--- config.mk ---
export PLATFORM = sky130hd
export DESIGN_NAME = sfb_pred_unit
export DESIGN_NICKNAME = d
export VERILOG_FILES = /design/src/rtl/sfb_pkg.sv /design/src/rtl/sfb_branch_dec.sv /design/src/rtl/sfb_shadow_class.sv /design/src/rtl/sfb_resolve.sv /design/src/rtl/sfb_pred_unit.sv
export SDC_FILE = /design/constraint.sdc
export NUM_CORES = 1
export LEC_CHECK = 0
export BUFFER_PORTS_ARGS = -buffer_cell sky130_fd_sc_hd__buf_2
export CORE_ASPECT_RATIO = 0.7
export CORE_UTILIZATION = 40
export DETAILED_ROUTE_END_ITERATION = 10
export MAX_ROUTING_LAYER = met4
export PLACE_DENSITY = 0.76
export SLEW_MARGIN = 40
export SYNTH_ARGS = -nofsm -noshare
export SYNTH_HDL_FRONTEND = slang
export SYNTH_SLANG_ARGS = --single-unit
--- constraint.sdc ---
create_clock -name clk -period 2.8 [get_ports clk]
set_input_delay 0 -clock clk [delete_from_list [all_inputs] [get_ports clk]]
set_output_delay 0 -clock clk [all_outputs]
set_load 0.01 [all_outputs]
--- src/rtl/sfb_pkg.sv ---
package sfb_pkg;

    localparam logic [6:0] OPC_BRANCH = 7'b1100011;
    localparam logic [6:0] OPC_OP     = 7'b0110011;
    localparam logic [6:0] OPC_OPIMM  = 7'b0010011;
    localparam logic [6:0] OPC_LUI    = 7'b0110111;
    localparam logic [6:0] OPC_AUIPC  = 7'b0010111;
    localparam int         OFF_W      = 13;

    typedef enum logic [1:0] {
        SH_NONE  = 2'd0,
        SH_ALU32 = 2'd1,
        SH_ALU16 = 2'd2
    } shadow_kind_e;

    typedef struct packed {
        logic               is_branch;
        logic [OFF_W-1:0]   offset;
    } br_info_t;

    typedef struct packed {
        logic         valid;
        shadow_kind_e kind;
        logic [2:0]   len_bytes;
    } shadow_info_t;

    function automatic logic [2:0] insn_len(input logic [1:0] low);
        return (low == 2'b11) ? 3'd4 : 3'd2;
    endfunction

    function automatic logic c_alu_ok(input logic [15:0] c);
        logic ok;
        case ({c[1:0], c[15:13]})
            5'b00_000: ok = |c[12:5];
            5'b01_000, 5'b01_010,
            5'b01_011, 5'b01_100: ok = 1'b1;
            5'b10_000: ok = 1'b1;
            5'b10_100: ok = |c[6:2];
            default:   ok = 1'b0;
        endcase
        return ok;
    endfunction

endpackage

--- src/rtl/sfb_branch_dec.sv ---
module sfb_branch_dec
    import sfb_pkg::*;
#(
    parameter int PC_W = 32
) (
    input  logic [31:0]     insn,
    input  logic [PC_W-1:0] pc,
    output br_info_t        info,
    output logic [PC_W-1:0] target
);
    localparam int EXT_W = PC_W - OFF_W;

    logic unused_regs;
    assign unused_regs = ^insn[24:15];

    always_comb begin
        info.is_branch = (insn[6:0] == OPC_BRANCH)
                       && (insn[14:12] != 3'b010)
                       && (insn[14:12] != 3'b011);
        info.offset = {insn[31], insn[7], insn[30:25], insn[11:8], 1'b0};
    end

    assign target = pc + {{EXT_W{info.offset[OFF_W-1]}}, info.offset};
endmodule

--- src/rtl/sfb_shadow_class.sv ---
module sfb_shadow_class
    import sfb_pkg::*;
(
    input  logic [31:0]  insn,
    input  logic         valid,
    output shadow_info_t info
);
    logic unused_hi;
    assign unused_hi = ^insn[31:16];

    always_comb begin
        info.valid     = valid;
        info.len_bytes = insn_len(insn[1:0]);
        info.kind      = SH_NONE;
        if (insn[1:0] == 2'b11) begin
            case (insn[6:0])
                OPC_OP, OPC_OPIMM, OPC_LUI, OPC_AUIPC: info.kind = SH_ALU32;
                default:                               info.kind = SH_NONE;
            endcase
        end else if (c_alu_ok(insn[15:0])) begin
            info.kind = SH_ALU16;
        end
    end
endmodule

--- src/rtl/sfb_resolve.sv ---
module sfb_resolve #(
    parameter int PC_W = 32
) (
    input  logic            clk,
    input  logic            rst,
    input  logic            issue,
    input  logic            paired,
    input  logic            is_branch,
    input  logic            s1_valid,
    input  logic [PC_W-1:0] target,
    input  logic            taken,
    output logic            redirect,
    output logic [PC_W-1:0] redirect_pc,
    output logic            wb_en
);
    logic            st_valid;
    logic            st_branch;
    logic            st_paired;
    logic            st_s1;
    logic [PC_W-1:0] st_target;

    always_ff @(posedge clk) begin
        if (rst) begin
            st_valid  <= 1'b0;
            st_branch <= 1'b0;
            st_paired <= 1'b0;
            st_s1     <= 1'b0;
            st_target <= '0;
        end else begin
            st_valid  <= issue;
            st_branch <= is_branch;
            st_paired <= paired;
            st_s1     <= s1_valid;
            st_target <= target;
        end
    end

    always_comb begin
        redirect    = st_valid && st_branch && !st_paired && taken;
        redirect_pc = redirect ? st_target : '0;
        wb_en       = st_valid && st_s1 && !(st_branch && taken);
    end
endmodule

--- src/rtl/sfb_pred_unit.sv ---
module sfb_pred_unit
    import sfb_pkg::*;
#(
    parameter int PC_W = 32
) (
    input  logic            clk,
    input  logic            rst,
    input  logic            pair_en_i,
    input  logic            issue_i,
    input  logic [PC_W-1:0] s0_pc_i,
    input  logic [31:0]     s0_insn_i,
    input  logic            s1_valid_i,
    input  logic [PC_W-1:0] s1_pc_i,
    input  logic [31:0]     s1_insn_i,
    input  logic            taken_i,
    output logic            pair_ok_o,
    output logic            redirect_o,
    output logic [PC_W-1:0] redirect_pc_o,
    output logic            s1_wb_en_o
);
    br_info_t        br;
    shadow_info_t    sh;
    logic [PC_W-1:0] br_target;
    logic            adjacent;
    logic            span_ok;

    sfb_branch_dec #(.PC_W(PC_W)) u_br (
        .insn   (s0_insn_i),
        .pc     (s0_pc_i),
        .info   (br),
        .target (br_target)
    );

    sfb_shadow_class u_sh (
        .insn  (s1_insn_i),
        .valid (s1_valid_i),
        .info  (sh)
    );

    always_comb begin
        adjacent  = (s1_pc_i == s0_pc_i + PC_W'(4));
        span_ok   = (br.offset == (OFF_W'(4) + OFF_W'(sh.len_bytes)));
        pair_ok_o = pair_en_i && issue_i && br.is_branch && sh.valid
                  && adjacent && span_ok && (sh.kind != SH_NONE);
    end

    sfb_resolve #(.PC_W(PC_W)) u_res (
        .clk         (clk),
        .rst         (rst),
        .issue       (issue_i),
        .paired      (pair_ok_o),
        .is_branch   (br.is_branch),
        .s1_valid    (s1_valid_i),
        .target      (br_target),
        .taken       (taken_i),
        .redirect    (redirect_o),
        .redirect_pc (redirect_pc_o),
        .wb_en       (s1_wb_en_o)
    );
endmodule

# Word level (Yosys, flattened, before mapping)
# Index checks and enable logic that the tools add are counted.
[totals] in_bits=134 reg_bits=36 out_inout_bits=35
[op_classes] n_eq_ne=16 mux=7 n_addsub=3 reduce_logical=22
[op_table] op="32-bit by 3-bit adder with 32-bit output, second input constant" n=1
[op_table] op="32-bit adder" n=1
[op_table] op="32-bit equality test" n=1
[op_table] op="32-bit two-way mux" n=1
[op_table] op="5-bit by 4-bit equality test with 1-bit output, second input constant" n=4
[op_table] op="7-bit by 5-bit equality test with 1-bit output, second input constant" n=2
[op_table] op="7-bit by 6-bit equality test with 1-bit output, second input constant" n=2
[op_table] op="1-bit logical AND" n=14
[op_table] op="13-bit by 4-bit equality test with 1-bit output" n=1
[op_table] op="5-bit equality test, second input constant" n=2
[op_table] op="5-bit OR reduction" n=2
[op_table] op="8-bit OR reduction" n=1
[op_table] op="7-bit equality test, second input constant" n=1
[op_table] op="3-bit by 2-bit != test with 1-bit output, second input constant" n=2
[op_table] op="5-bit logical NOT" n=1
[op_table] op="3-bit by 3-bit adder with 4-bit output, first input constant" n=1
[op_table] op="2-bit two-way mux" n=2
[op_table] op="4-bit OR reduction" n=1
[op_table] op="3-bit two-way mux" n=1
[op_table] op="1-bit case mux with 3 select lines" n=1
[op_table] op="2-bit equality test, second input constant" n=1
[op_table] op="1-bit logical NOT" n=2
[op_table] op="1-bit two-way mux" n=2
[op_table] op="2-bit nonzero test" n=1

# Depth between registers and ports, before layout
# Gate-level depths: netlist of run 1.
[logic_depth] depth_word=8 depth_mapped=11

# Hierarchy
# A second synthesis of run 1 with hierarchy kept.
[unflattened] hier_cells=597 area_unflattened_um2=4566.9
[by_module_without_submodules] module="sfb_branch_dec" area_each_um2=2018.2 instances=1 cells_each=297
[by_module_without_submodules] module="sfb_resolve" area_each_um2=1263.7 instances=1 cells_each=113
[by_module_without_submodules] module="sfb_pred_unit" area_each_um2=1182.4 instances=1 cells_each=170
[by_module_without_submodules] module="sfb_shadow_class" area_each_um2=102.6 instances=1 cells_each=17

# Least setup slack after synthesis of run 1
# OpenSTA, ideal clock, no wires.
[synth_timing] path_kind="input-to-reg" start="in s0_pc_i[1]" end="reg u_res.st_target[31]" path_buffers=0 required_time_ps=2672 arrival_ps=2134 setup_time_ps=128 cell_stages=11 setup_slack_ps=538 cell_sequence="ha_1 inv_1 fa_1 nor2b_1 o31a_1 o311ai_0 a21oi_1 o31ai_1 o41ai_1 xnor2_1 nor2_1"
[synth_between] elab_chain_len=1
[synth_rtl] element="from (decl)" line_no="sfb_pred_unit.sv:10" text="input logic [PC_W-1:0] s0_pc_i,"
[synth_rtl] element="32-bit adder" line_no="sfb_branch_dec.sv:23" text="assign target = pc + {{EXT_W{info.offset[OFF_W-1]}}, info.offset};"
[synth_rtl] element="to (signal assigned)" line_no="sfb_resolve.sv:34" text="st_target <= target;"
[synth_rtl] element="to (decl)" line_no="sfb_resolve.sv:20" text="logic [PC_W-1:0] st_target;"
# Every way passes these cells.
# A chain may end at the register's enable or synchronous reset.

# Final worst setup path of run 1
[layout_timing] start="in issue_i" end="out pair_ok_o"
[layout_between] elab_chain_len=6
[layout_rtl] element="from (decl)" line_no="sfb_pred_unit.sv:9" text="input logic issue_i,"
[layout_rtl] element="1-bit logical AND (3 in a row)" line_no="sfb_pred_unit.sv:43" text="pair_ok_o = pair_en_i && issue_i && br.is_branch && sh.valid"
[layout_rtl] element="1-bit logical AND (3 in a row)" line_no="sfb_pred_unit.sv:44" text="&& adjacent && span_ok && (sh.kind != SH_NONE);"
[layout_rtl] element="to (decl)" line_no="sfb_pred_unit.sv:16" text="output logic pair_ok_o,"
# Every way passes these cells.

==> results of run 1 <==
-- critical path, delay by kind of cell --
kind            cells  cell delay (ns)
compound gates      2             0.46
simple gates        6             1.37
buf+inv             3             0.76
-- cells in the final DEF, fill, tap and decap left out, types with 5 or more instances in the layout --
cell | synthesis | final
inv_1 | 10 | 10
buf_4 | 0 | 12
or3_1 | 6 | 6
clkbuf_16 | 0 | 5
xnor2_1 | 32 | 32
and3_1 | 14 | 14
nor2_1 | 58 | 58
nand2b_1 | 6 | 6
a21o_1 | 6 | 6
xor2_1 | 28 | 28
mux2_2 | 5 | 5
nor4_1 | 12 | 11
nand2_1 | 25 | 25
nor2b_1 | 18 | 18
nor3_1 | 13 | 13
and2_1 | 37 | 37
a221o_1 | 5 | 5
dfxtp_1 | 36 | 36
a21oi_1 | 34 | 34
buf_2 | 1 | 141
nand3_1 | 16 | 16
o21ai_0 | 19 | 19
ha_1 | 31 | 31
nand4_1 | 10 | 10
-- power by group --
part | switching [W] | internal [W] | total (W)
Clock | 0.000200 | 0.000417 | 0.000618
Combinational | 0.000383 | 0.000307 | 0.000690
Sequential | 0.0000122 | 0.000575 | 0.000587
-- per-layer routing --
metal	track usage	vias to the layer above	share of wire
met2	0.3657	183	0.41
met3	0.02755	16	0.067
li1	-	2156	-
met5	-	-	0
met4	0.06061	0	0.013
met1	0.3670	1972	0.51
-- flip-flops by register name (all words and copies together), names as in the netlist --
signal and cells:
u_res.st_target 32, u_res.st_branch 1, u_res.st_paired 1, u_res.st_s1 1
u_res.st_valid 1
-- cells by family after synthesis --
logic type | Yosys count | share of synthesized area
compound gates | 109 | 0.1925
xor+xnor | 60 | 0.1341
fa+ha+maj | 32 | 0.1041
buf+inv | 21 | 0.02234
flops | 36 | 0.1838
mux | 9 | 0.02458
simple gates | 239 | 0.3387
-- what timing repair did --
item / in CTS / in global routing
hold buffers: 2 / 0
resized for setup: 0 / 1
setup buffers: 0 / 0
setup endpoints to repair: 0 / 1
endpoints found under the hold margin: 2 / 0
-- final cells by class --
| cell class | count | area [um2] | area share |
|---|---|---|---|
| Clock buffer | 5 | 125.1 | 0.02493 |
| Clock inverter | 3 | 42.54 | 0.008475 |
| Timing Repair Buffer | 155 | 815.8 | 0.1625 |
| Tap cell | 124 | 155.1 | 0.03091 |
| Multi-Input combinational cell | 449 | 3123 | 0.6221 |
| Sequential cell | 36 | 720.7 | 0.1436 |
| Inverter | 10 | 37.54 | 0.007478 |
-- through the flow --
stage,instance area (um2),setup WS (ns),util
after CTS,5014,0.04936,0.5397
after detailed placement,4826,0.09717,0.5195
after floorplan,3920,0.5379,-
after global routing,5020,0.06323,0.5404
after global placement,4826,-0.01150,0.5195
final,5020,0.2077,0.5404
-- worst min-delay path by stage --
stage                                     to  slack, ns  cells past startpoint
after global routing      u_res.st_target[0]       0.02                      2
after floorplan                  u_res.st_s1       0.13                      1
after detailed placement         u_res.st_s1       0.24                      2
after CTS                 u_res.st_target[0]       0.01                      2
after global placement        u_res.st_valid       0.24                      2
final                     u_res.st_target[0]      0.005                      2
==> metrics.csv, run 1 <==
stage,metric,value,unit
status,status,finished clean,
floorplanning,die_x,120.3,um
critical_path,crit_path_max_incr_delay,0.52,ns
cells_and_area,area_delta_synth_final,28.06,%
floorplanning,fp-row-count,29,
power,finalPower,0.001895,W
clock_tree,cts_buffer_depth,2,
cells_and_area,n_fill_cell,906,
synth,synthArstFlopShare,0,
synth,synthDistinctLibCells,67,
worst_hold_path,hp-start,s0_pc_i[0],
synth,synth_enable_flop_cells,0,
sta,holdWs,0.005422,ns
cells_and_area,nets,823,
floorplanning,dieArea,10210,um2
floorplanning,coreArea,9289,um2
power,ir_worst_vdd,0.2778,mV
drt,dr.pass1.iters,4,
synth,synthesis.area,3920,um2
critical_path,cp-endpoint,pair_ok_o,
critical_path,path_cells,dlygate4sd3_1 -> buf_2 -> and4b_1 -> nand4_1 -> nor4_1 -> nand4_1 -> nor4_2 -> o2111ai_1 -> a2111oi_2 -> and3_1 -> buf_2,
sta,tightest_slew,0.7086,ns
sta,maxSlewHeadroom,0.5276,
synth,synth_area_leader_cell,dfxtp_1,
drt,ant_nets,0,
clock_tree,cts_sinks,36,
floorplanning,boundaryPins,169,
placed_design,dp.final_hpwl,10.26,mm
power,p_leak,2.308,nW
placed_design,dpl.cell_count,772,
global_routing,grt_first_pass_wirelength,20.09,mm
drt,avgViaCountPerCell,5.533,
placed_design,portBuffers,141,
sta,slew_violations,0,
critical_path,crit_start,issue_i,
job,maxCapViolations,0,
synth,syn_area_per_cell,7.747,um2
placed_design,gp_congestion,0.9031,
critical_path,end_kind,output pin,
sta,rsz0062_at_grt,false,
critical_path,cpMaxStageDelayCell,dlygate4sd3_1,
floorplanning,die_h,84.83,um
sta,final.min_clock_period,2.592,ns
drt,num_vias,4327,
clock_tree,cts_buffers,5,
synth,ys_top_cells_by_count,"nor2_1 (58), and2_1 (37), dfxtp_1 (36)",
global_routing,grt_max_degree,40,
power,p_per_area,377.4,nW/um2
synth,synth.most_common_cell,nor2_1,
sta,fmax,385.8,MHz
clock_tree,cts.htree.levels,2,
drt,drc_errors,0,
drt,wl_per_cell,15.77,um
critical_path,required,2.80,ns
synth,ys_seq_area_frac,0.1838,
sta,hold_violations,0,
sta,period_share,0.9258,
synth,synth-main-ff-cell,dfxtp_1,
floorplanning,initial_utilization,0.4220,
critical_path,start_kind,input port,
critical_path,critical_path_class,in -> out,
synth,synth_fp_nets,672,
clock_tree,cts_root_buf,clkbuf_16,
cells_and_area,stdcell_count,782,
clock_tree,clk_pin_slew,0.05,ns
drt,drt_wl_total,12.33,mm
synth,syn-instance-count,506,
synth,synth_area_leaders,"dfxtp_1 (18%), ha_1 (9.9%), xnor2_1 (7.1%), xor2_1 (6.3%), and2_1 (5.9%)",
global_routing,track_usage,0.2510,
critical_path,crit_fanout,2,
cells_and_area,layout-drive-gt1-share,0.2781,
global_routing,grt_overflow,0,
synth,ys.warnings.count,0,
synth,synth_top_area_share,0.1838,
worst_hold_path,holdCritPathClass,in -> reg,
sta,final.setup.tns,0,ns
clock_tree,cts_tree,done,
synth,ys_ff_latch,36,
global_routing,grt_pass1_vias,4019,
critical_path,critPathArrivalTime,2.59,ns
cells_and_area,diodes,0,
drt,initialDrtViolationCount,304,
global_routing,antenna_found_initial,0,
sta,setup_viol,0,
Power figures use the tool's default switching activity.
==> run 2: changes to the inputs <==
==> constraint.sdc (replaced) <==
create_clock -name clk -period 2.8 [get_ports clk]
set_input_delay 0.42 -clock clk [delete_from_list [all_inputs] [get_ports clk]]
set_output_delay 0.42 -clock clk [all_outputs]
set_load 0.01 [all_outputs]
==> run 2 against run 1 <==
Effect of this change:
- the flow now finishes with violations (negative setup slack)
- sequential cell count did not move
- setup slack got worse by 0.49 ns
- global-route usage rose by 3.2 points
- power rose by 9.6%
- sequential share of layout area fell by 2.4 points
- largest cell class unchanged
- largest power group unchanged
==> metrics.csv, run 2 (synthesized netlist as in run 1, its figures left out) <==
stage,metric,value,unit,change
floorplanning,dieArea,10210,um2,unchanged
critical_path,crit_fanout,6,,+4
global_routing,antenna_found_initial,0,,unchanged
cells_and_area,top_register,u_res.st_target,,
global_routing,grt_pass1_vias,4695,,+17%
sta,period_share,1.099,,+0.1733
sta,tightest_slew,0.6976,ns,-0.01099 ns
worst_hold_path,holdCritPathClass,in -> reg,,
drt,drt_wl_total,14.15,mm,+15%
clock_tree,cts_buffer_depth,2,,unchanged
clock_tree,cts_root_buf,clkbuf_16,,
cells_and_area,largest_reg_flops,32,,unchanged
sta,final.min_clock_period,3.078,ns,+0.4853 ns
placed_design,gp_congestion,0.9268,,+2.6%
drt,dr.pass1.iters,5,,+1
clock_tree,cts.htree.levels,2,,unchanged
clock_tree,cts_sinks,36,,unchanged
sta,setup_ws,-0.2776,ns,-0.4853 ns
cells_and_area,area_delta_synth_final,53.53,%,
floorplanning,die_h,84.83,um,unchanged
floorplanning,fp-row-count,29,,unchanged
power,p_per_area,345.0,nW/um2,-8.6%
clock_tree,cts_buffers,5,,unchanged
floorplanning,boundaryPins,169,,unchanged
sta,final.setup.tns,-0.2776,ns,-0.2776 ns
sta,maxSlewHeadroom,0.5349,,+0.007326
critical_path,critPathArrivalTime,2.66,ns,+0.07 ns
clock_tree,cts_tree,done,,
sta,slew_violations,0,,unchanged
cells_and_area,diodes,0,,unchanged
critical_path,end_kind,output pin,,
sta,hold_violations,0,,unchanged
status,status,"complete, but fails checks",,
global_routing,grt_max_degree,40,,unchanged
critical_path,required,2.38,ns,-0.42 ns
power,ir_worst_vdd,0.2448,mV,-12%
drt,num_vias,4872,,+13%
drt,wl_per_cell,16.04,um,+1.8%
critical_path,cpMaxStageDelayCell,a2111oi_4,,
global_routing,grt_overflow,0,,unchanged
clock_tree,clk_pin_slew,0.05,ns,about the same
critical_path,critical_path_class,in -> out,,
cells_and_area,final_common_cell,buf_2,,
global_routing,track_usage,0.2827,,+0.03170
critical_path,crit_path_max_incr_delay,0.36,ns,-0.16 ns
cells_and_area,stdcell_count,882,,+13%
critical_path,start_kind,input port,,
placed_design,dp.final_hpwl,11.53,mm,+12%
floorplanning,coreArea,9289,um2,unchanged
status,violations,negative setup slack,,
drt,initialDrtViolationCount,307,,+0.99%
power,p_leak,2.864,nW,+24%
placed_design,portBuffers,141,,unchanged
placed_design,dpl.cell_count,867,,+12%
drt,drc_errors,0,,unchanged
floorplanning,initial_utilization,0.4220,,unchanged
cells_and_area,layout_common_cells,"buf_2 (140), buf_4 (110), nor2_1 (58), and2_1 (37), dfxtp_1 (36)",,
critical_path,path_cells,buf_2 -> and4_4 -> nand4_4 -> buf_4 -> nor4_2 -> buf_4 -> xnor2_1 -> nor2_1 -> a211o_1 -> a2111oi_4 -> and3_1 -> buf_2,,
sta,rsz0062_at_grt,true,,
global_routing,grt_first_pass_wirelength,22.28,mm,+11%
floorplanning,die_x,120.3,um,unchanged
power,finalPower,0.002076,W,+9.6%
job,maxCapViolations,0,,unchanged
sta,fmax,324.9,MHz,-16%
cells_and_area,nets,923,,+12%
sta,setup_viol,1,,+1
drt,ant_nets,0,,unchanged
drt,avgViaCountPerCell,5.524,,-0.17%
cells_and_area,layout-drive-gt1-share,0.4156,,+0.1375
[run 2: per-layer routing]
metal / up-vias / track usage / part of all wire
met5: - / - / 0
met4: 0 / 0.1021 / 0.023
met3: 30 / 0.03360 / 0.063
met2: 217 / 0.4394 / 0.44
met1: 2263 / 0.3777 / 0.48
li1: 2362 / - / -
[run 2: final timing paths]
path | from | endpoint | slack (ns) | depth (start not counted)
worst max-delay path | s0_pc_i[7] | pair_ok_o | -0.28 | 12
worst min-delay path | issue_i | u_res.st_valid | 0.38 | 2
[run 2: repair_timing]
item / CTS / global route
resized for setup: 23 / 24
hold buffers: 0 / 0
buffers inserted: 5 / 2
pin swaps: 11 / 8
endpoints found under the setup margin: 1 / 10
[run 2: area by class of cell]
cell class                 count  area [um2]
clock buffer                   5       125.1
inverter                      10       37.54
sequential                    36       720.7
multi-input combinational    449        3354
tap                          124       155.1
fill                         803        3271
timing repair buffer         255        1583
clock inverter                 3       42.54
[run 2: per-stage QoR]
stage	hold WS (ns)	area (um2)	utilization	worst slack (ns)
2_1_floorplan	0.5482	3920	-	0.05317
3_3_place_gp	0.6563	5539	0.5963	-0.2906
3_5_place_dp	0.6566	5539	0.5963	-0.3610
4_1_cts	0.3712	5877	0.6327	-0.2601
5_1_grt	0.3971	6018	0.6479	-0.3439
6_report	0.3817	6018	0.6479	-0.2776
[run 2: where the power goes]
| part | switching [W] | total [W] | internal [W] |
|---|---|---|---|
| Sequential | 0.0000124 | 0.000587 | 0.000575 |
| Combinational | 0.000445 | 0.000872 | 0.000427 |
| Clock | 0.000200 | 0.000617 | 0.000417 |
| Total | 0.000657 | 0.00208 | 0.00142 |
[run 2: critical path: cells and delay by family]
family	cells	cell delay (ns)
XOR/XNOR	1	0.13
AO/OA/AOI/OAI	2	0.67
buffers and inverters	4	0.57
AND/OR/NAND/NOR	5	0.87
